$ cat config.mk
export PLATFORM = sky130hd
export DESIGN_NAME = dreq_frontend
export DESIGN_NICKNAME = d
export VERILOG_FILES = /design/src/rtl/dreq_pkg.sv /design/src/rtl/dreq_sync.sv /design/src/rtl/dreq_detect.sv /design/src/rtl/dack_gen.sv /design/src/rtl/dreq_frontend.sv
export SDC_FILE = /design/constraint.sdc
export NUM_CORES = 1
export LEC_CHECK = 0
export CAP_MARGIN = 15
export CORE_UTILIZATION = 45
export CTS_BUF_LIST = sky130_fd_sc_hd__clkbuf_8
export DETAILED_ROUTE_END_ITERATION = 16
export PLACE_DENSITY = 0.87
export SYNTH_ARGS = -nofsm -noshare
export SYNTH_HDL_FRONTEND = slang
export SYNTH_SLANG_ARGS = --single-unit
$ cat constraint.sdc
create_clock -name clk -period 2.9 [get_ports clk]
set_clock_uncertainty 0.1 [all_clocks]
set_input_delay 0.58 -clock clk [delete_from_list [all_inputs] [get_ports clk]]
set_output_delay 0.58 -clock clk [all_outputs]
set_load 0.05 [all_outputs]
$ cat src/rtl/dreq_pkg.sv
package dreq_pkg;
  typedef enum logic [1:0] {
    ACK_PULSE  = 2'b00,
    ACK_FOLLOW = 2'b01,
    ACK_OFF0   = 2'b10,
    ACK_OFF1   = 2'b11
  } ack_mode_e;
endpackage

$ cat src/rtl/dreq_sync.sv
module dreq_sync #(
  parameter int N_LINES = 8,
  parameter int STAGES  = 2
) (
  input  logic               clk,
  input  logic               rst,
  input  logic [N_LINES-1:0] d_i,
  output logic [N_LINES-1:0] sync_o,
  output logic [N_LINES-1:0] prev_o
);
  localparam int DEPTH = STAGES + 1;
  logic [N_LINES-1:0] stg [DEPTH];

  always_ff @(posedge clk) begin
    if (rst) begin
      for (int i = 0; i < DEPTH; i++) stg[i] <= '0;
    end else begin
      stg[0] <= d_i;
      for (int i = 1; i < DEPTH; i++) stg[i] <= stg[i-1];
    end
  end

  assign sync_o = stg[STAGES-1];
  assign prev_o = stg[STAGES];
endmodule

$ cat src/rtl/dreq_detect.sv
module dreq_detect (
  input  logic clk,
  input  logic rst,
  input  logic cur_i,
  input  logic prev_i,
  input  logic level_i,
  input  logic hi_en_i,
  input  logic lo_en_i,
  input  logic accept_i,
  output logic hit_o,
  output logic req_o
);
  logic edge_seen;
  logic req_q;

  assign hit_o     = (hi_en_i & cur_i) | (lo_en_i & ~cur_i);
  assign edge_seen = (hi_en_i & cur_i & ~prev_i) | (lo_en_i & ~cur_i & prev_i);

  always_ff @(posedge clk) begin
    if (rst)          req_q <= 1'b0;
    else if (level_i) req_q <= hit_o;
    else              req_q <= edge_seen | (req_q & ~accept_i);
  end

  assign req_o = req_q;
endmodule

$ cat src/rtl/dack_gen.sv
module dack_gen
  import dreq_pkg::*;
#(
  parameter int N_LINES = 8,
  localparam int SEL_W = $clog2(N_LINES)
) (
  input  logic               clk,
  input  logic               rst,
  input  logic [SEL_W-1:0]   sel_i,
  input  logic [1:0]         ack_mode_i,
  input  logic               dst_side_i,
  input  logic               tc_mask_i,
  input  logic               rd_i,
  input  logic               wr_i,
  input  logic               last_i,
  input  logic               hit_i,
  output logic [N_LINES-1:0] ack_o,
  output logic [N_LINES-1:0] tc_o
);
  logic unit_ev;
  logic hold_q, hold_n;
  logic ack_on, tc_on;
  logic [N_LINES-1:0] ack_q, tc_q;
  ack_mode_e mode;

  assign mode    = ack_mode_e'(ack_mode_i);
  assign unit_ev = dst_side_i ? wr_i : rd_i;
  assign hold_n  = unit_ev | (hold_q & hit_i);
  assign tc_on   = unit_ev & last_i & ~tc_mask_i;

  always_comb begin
    case (mode)
      ACK_PULSE:  ack_on = unit_ev;
      ACK_FOLLOW: ack_on = hold_n;
      default:    ack_on = 1'b0;
    endcase
  end

  always_ff @(posedge clk) begin
    if (rst) hold_q <= 1'b0;
    else     hold_q <= hold_n;
  end

  for (genvar g = 0; g < N_LINES; g++) begin : g_line
    always_ff @(posedge clk) begin
      if (rst) begin
        ack_q[g] <= 1'b0;
        tc_q[g]  <= 1'b0;
      end else begin
        ack_q[g] <= ack_on & (sel_i == SEL_W'(g));
        tc_q[g]  <= tc_on  & (sel_i == SEL_W'(g));
      end
    end
  end

  assign ack_o = ack_q;
  assign tc_o  = tc_q;
endmodule

$ cat src/rtl/dreq_frontend.sv
module dreq_frontend #(
  parameter int N_LINES = 8,
  parameter int SYNC_STAGES = 2,
  localparam int SEL_W = $clog2(N_LINES)
) (
  input  logic               clk,
  input  logic               rst,
  input  logic [SEL_W-1:0]   cfg_sel,
  input  logic               cfg_level,
  input  logic               cfg_hi_en,
  input  logic               cfg_lo_en,
  input  logic [1:0]         cfg_ack_mode,
  input  logic               cfg_dst_side,
  input  logic               cfg_tc_mask,
  input  logic [N_LINES-1:0] dreq_i,
  input  logic               eng_accept_i,
  input  logic               eng_rd_i,
  input  logic               eng_wr_i,
  input  logic               eng_last_i,
  output logic               xfer_req_o,
  output logic [N_LINES-1:0] ack_o,
  output logic [N_LINES-1:0] tc_o
);
  logic [N_LINES-1:0] line_sync, line_prev;
  logic sel_cur, sel_prev, sel_hit;

  dreq_sync #(.N_LINES(N_LINES), .STAGES(SYNC_STAGES)) u_sync (
    .clk(clk), .rst(rst), .d_i(dreq_i), .sync_o(line_sync), .prev_o(line_prev)
  );

  assign sel_cur  = line_sync[cfg_sel];
  assign sel_prev = line_prev[cfg_sel];

  dreq_detect u_detect (
    .clk(clk), .rst(rst), .cur_i(sel_cur), .prev_i(sel_prev),
    .level_i(cfg_level), .hi_en_i(cfg_hi_en), .lo_en_i(cfg_lo_en),
    .accept_i(eng_accept_i), .hit_o(sel_hit), .req_o(xfer_req_o)
  );

  dack_gen #(.N_LINES(N_LINES)) u_ack (
    .clk(clk), .rst(rst), .sel_i(cfg_sel), .ack_mode_i(cfg_ack_mode),
    .dst_side_i(cfg_dst_side), .tc_mask_i(cfg_tc_mask),
    .rd_i(eng_rd_i), .wr_i(eng_wr_i), .last_i(eng_last_i),
    .hit_i(sel_hit), .ack_o(ack_o), .tc_o(tc_o)
  );
endmodule

==> results_dict.tcl, run 1 <==
set metrics [dict create \
    dieArea_um2 3380 \
    die_w_um 58.2 \
    io_pins 41 \
    cts_resized 0 \
    grt_overflow 0 \
    final_antenna_net_count 0 \
    tns_ps 0 \
    synth_nets 151 \
    num_rows 20 \
    report.power.total_mw 1.08 \
    critPathLaunchType "input pin" \
    gp_congestion 0.791 \
    dp.final_hpwl_mm 1.92 \
    synthFlopType "dfxtp_1" \
    critPathMaxFanout 11 \
    cts_hold_buf 0 \
    status "completed" \
    coreArea_um2 3030 \
    yosys_warnings 0 \
    clock_latency_ps 290 \
    netlist_instances 127 \
    grt_max_degree 17 \
    worst-setup-path-type "input pin to register" \
    ys_types 31 \
    die_height_um 58.2 \
    dr.pass1.iters 4 \
    power.leakage_nw 0.772 \
    post_cts_buffers 0 \
    totalWireLength_mm 2.55 \
    clkSinkCount 42 \
    min_path_type "register to register" \
    clkTransAtPathRegs_ps 70 \
    cts_buffers 5 \
    ir_worst_vdd_uv 299 \
    finalCriticalPeriod_ps 2290 \
    synth_edf_count 0 \
    routedWlPerCell_um 11.7 \
    hold_violations 0 \
    grt_pass1_vias 965 \
    max-slew-margin-rel 0.641 \
    cp-end-kind "register" \
    drive_above_1_share 0.0977 \
    max_cap_viol_count 0 \
    ys_ff_latch 42 \
    finalNetCount 197 \
    yosysSeqAreaShare 0.593 \
    dp.cells 210 \
    syn_area_per_cell_um2 11.2 \
    cts_max_level 2 \
    start_util 0.469 \
    antenna_found_initial 0 \
    cts_buffer_depth 2 \
    async_reset_ff_frac 0 \
    arrival_ps 2410 \
    power_density_nw_per_um2 551 \
    remaining_drc_errors 0 \
    port_buffers 40 \
    via_per_inst 4.72 \
    drv_slew 0 \
    fmax_mhz 437 \
    worst-endpoint-required_ps 3030 \
    grt_pass1_wl_mm 4.13 \
    rsz0062_at_grt "no" \
    syn2layout_area_growth_pct 38.7 \
    drt_first_iter_violations 9 \
    fin_crit_sh 0.789 \
    via_count 1030 \
    track_usage 0.175 \
    root_buffer "clkbuf_8" \
    diodes 0 \
    fin_cells 218 \
    netlist_area_um2 1420 \
    cts_tree "done" \
    worst_pin_slew_ps 536 \
    setup_viol 0 \
]
registers in the layout, indices dropped and copies added (netlist names):
signal,flops
u_sync.stg,24
u_ack.ack_o,8
u_detect.req_o,1
u_ack.tc_o,8
u_ack.hold_q,1
power by group:
group	total [mW]	internal [mW]	switching (mW)	leakage (nW)
sequential	0.600	0.594	0.00563	0.343
combinational	0.116	0.0619	0.0542	0.377
clock	0.368	0.188	0.180	0.0524
stage by stage:
step | area, µm² | setup WS (ps) | utilization | hold WS [ps]
6_report | 1970 | 611 | 0.650 | 340
5_1_grt | 1970 | 499 | 0.650 | 361
3_5_place_dp | 1880 | 329 | 0.620 | 327
3_3_place_gp | 1880 | 372 | 0.620 | 317
4_1_cts | 1970 | 639 | 0.650 | 344
2_1_floorplan | 1420 | 1040 | - | 314
worst paths after layout:
check	startpoint	endpoint	slack, ps	cells past startpoint
hold / removal	u_sync.stg[0][4]	u_sync.stg[0][12]	340	1
setup reg to reg	u_sync.stg[0][13]	u_ack.ack_o[5]	1240	5
hold reg to reg	u_sync.stg[0][4]	u_sync.stg[0][12]	340	1
setup / recovery	cfg_sel[2]	u_ack.ack_o[5]	610	6
cell usage after synthesis (all sizes together) (2+ instances only):
cell type,n,share of area
dfxtp,42,0.59
nor2b,25,0.11
nor2,14,0.037
mux2i,6,0.042
nor3,5,0.025
nand2,4,0.011
a21oi,3,0.011
buf,3,0.017
clkbuf,3,0.0079
nand2b,3,0.013
mux4,2,0.034
o31a,2,0.012
area by class of cell:
cell class	instances	area (µm²)
multi-input cells	78	539
inverters	1	3.75
clock inverters	2	8.76
flip-flops and latches	42	841
clock buffers	6	82.6
well taps	44	55.1
fillers	247	1060
repair buffers	45	438
metal layers:
metal | GRT usage | part of all wire | vias up
li1 | - | - | 509
met4 | 0.116 | 0.027 | 0
met1 | 0.153 | 0.38 | 475
met5 | 0 | 0 | -
met3 | 0.0826 | 0.065 | 8
met2 | 0.315 | 0.53 | 38
cells by family (layout without fill, tap and decap cells):
family,after synthesis,in the layout,synth area share
muxes,9,9,0.0847
buffers and inverters,7,54,0.0273
DFF,42,42,0.593
and+or+nand+nor,59,59,0.237
AOI/OAI and AO/OA,10,10,0.0582
worst max-delay path, cell delays in order:
cell and delay, ps:
clkdlybuf4s50_1 590, and2b_1 250, a22oi_1 320, a21oi_1 160, o31a_1 370, nor2_1 140
layout by cell type (no fill, tap or decap), types with 2 or more instances in the layout:
cell type | Yosys | layout
dfxtp_1 | 42 | 42
inv_1 | 1 | 2
nor3_1 | 3 | 3
nor2b_1 | 25 | 25
clkdlybuf4s50_1 | 0 | 40
nor2_1 | 14 | 14
mux2i_1 | 6 | 6
clkbuf_8 | 0 | 6
o31a_1 | 2 | 2
nand2b_1 | 3 | 3
buf_4 | 1 | 5
nor3_2 | 2 | 2
nand2_1 | 4 | 4
a21oi_1 | 3 | 3
(Power assumes the default switching activity.)
==> run 2, diff against run 1 <==
CORE_UTILIZATION = 43   (was 45)
clock period = 1.99 ns   (was 2.9 ns; I/O delays follow)
==> results_dict.tcl, run 2 (synthesis results as in run 1) <==
set metrics [dict create \
    grt_max_degree 27 \
    finalNetCount 198 \
    drt_first_iter_violations 21 \
    start_util 0.457 \
    fin_area_um2 1990 \
    critPathMaxFanout 4 \
    fmax_mhz 513 \
    clkSinkCount 42 \
    drive_above_1_share 0.131 \
    routed.top_layer "met4" \
    cts_buffers 5 \
    power.internal_mw 1.23 \
    p_sw_mw 0.353 \
    grt_overflow 0 \
    final_antenna_net_count 0 \
    critPathLaunchType "input pin" \
    wl_met1_um 924 \
    dr.pass1.iters 4 \
    hold_violations 0 \
    worst_slack_ps 40.7 \
    max-slew-margin-rel 0.656 \
    num_rows 20 \
    report.power.total_mw 1.59 \
    port_buffers 40 \
    dieArea_um2 3530 \
    antenna_found_initial 0 \
    largest_reg_flops 24 \
    post-place-ws_ps -329 \
    setup_viol 0 \
    remaining_drc_errors 0 \
    placed_cell_area_um2 1880 \
    fin_crit_sh 0.980 \
    syn2layout_area_growth_pct 40.1 \
    cp-end-kind "register" \
    grt_pass1_wl_mm 3.93 \
    die_w_um 59.4 \
    clock_latency_ps 290 \
    cts_buffer_depth 2 \
    via_per_inst 4.72 \
    power_density_nw_per_um2 798 \
    worst-setup-path-type "input pin to register" \
    wl_met2_mm 1.31 \
    routedWlPerCell_um 11.5 \
    worst-endpoint-required_ps 2110 \
    via_count 1034 \
    status "completed" \
    dp.final_hpwl_mm 1.91 \
    min_path_type "register to register" \
    p_comb_frac 0.108 \
    clkTransAtPathRegs_ps 70 \
    wl_met3_um 192 \
    worst_pin_slew_ps 515 \
    holdWs_ps 340 \
    totalWireLength_mm 2.53 \
    regMostFlops "u_sync.stg" \
    cts_tree "done" \
    max_cap_viol_count 0 \
    p_sw_frac 0.223 \
    seqPwrFrac 0.552 \
    final_common_cell "dfxtp_1" \
    finalCriticalPeriod_ps 1950 \
    cts_max_level 2 \
    root_buffer "clkbuf_8" \
    drv_slew 0 \
    grt_pass1_vias 972 \
    clockPowerShare 0.340 \
    coreArea_um2 3100 \
    layout_common_cells "42 x dfxtp_1, 38 x clkdlybuf4s50_1, 25 x nor2b_1" \
    die_height_um 59.4 \
    post_cts_buffers 0 \
    track_usage 0.164 \
    power.leakage_nw 0.776 \
    diodes 0 \
    ir_worst_vdd_uv 591 \
    gp_congestion 0.901 \
    io_pins 41 \
    arrival_ps 2070 \
]
-- run 2: cell count changes in the layout (fill, tap and decap cells not counted), moves of 2 or more --
cell,change
mux2i_1,-2
buf_4,+2
mux2i_2,+2
clkdlybuf4s50_1,-2
-- run 2: routing by layer --
metal  vias up  track usage
met5         -            0
met4         0        0.126
met3        10       0.0742
met2        49        0.300
met1       464        0.132
li1        511            -
-- run 2: final timing paths --
| check | start | endpoint | slack, ps | cells after the start |
|---|---|---|---|---|
| worst max register to register | u_sync.stg[0][15] | u_ack.ack_o[4] | 400 | 5 |
| worst min-delay path | u_sync.stg[0][6] | u_sync.stg[0][14] | 340 | 1 |
| worst max-delay path | cfg_sel[1] | u_ack.ack_o[4] | 40 | 7 |
| worst min register to register | u_sync.stg[0][6] | u_sync.stg[0][14] | 340 | 1 |
-- run 2: timing repair --
action / in CTS / in global routing
pin swaps: 0 / 2
hold buffers: 0 / 0
setup endpoints to repair: 2 / 8
gates resized for setup: 2 / 3
-- run 2: stage by stage --
stage | std cells | TNS (ps) | utilization
floorplan | 127 | 0 | -
global placement | 211 | -2190 | 0.606
detailed placement | 211 | -2710 | 0.606
CTS | 219 | 0 | 0.637
global route | 219 | -32.5 | 0.641
finish | 219 | 0 | 0.641
-- run 2: layout make-up --
cell class                 count  area [µm²]
tap                           44        55.1
multi-input combinational     78         556
sequential                    42         841
clock inverter                 2        8.76
fill                         285        1110
timing repair buffer          46         442
inverter                       1        3.75
clock buffer                   6        82.6
-- run 2: power by group through the flow --
stage | Sequential (mW) | Combinational, mW | Clock, mW
after floorplan | 0.909 | 0.0762 | 0
after global placement | 0.893 | 0.164 | 0
after detailed placement | 0.894 | 0.168 | 0
after CTS | 0.875 | 0.169 | 0.550
after global routing | 0.877 | 0.184 | 0.589
final | 0.875 | 0.171 | 0.540
-- run 2: critical path, stage by stage --
cell and delay, ps:
clkdlybuf4s50_1 500, buf_4 160, mux2i_2 240, a22oi_2 140
and3b_1 210, o31a_1 290, nor3_2 120
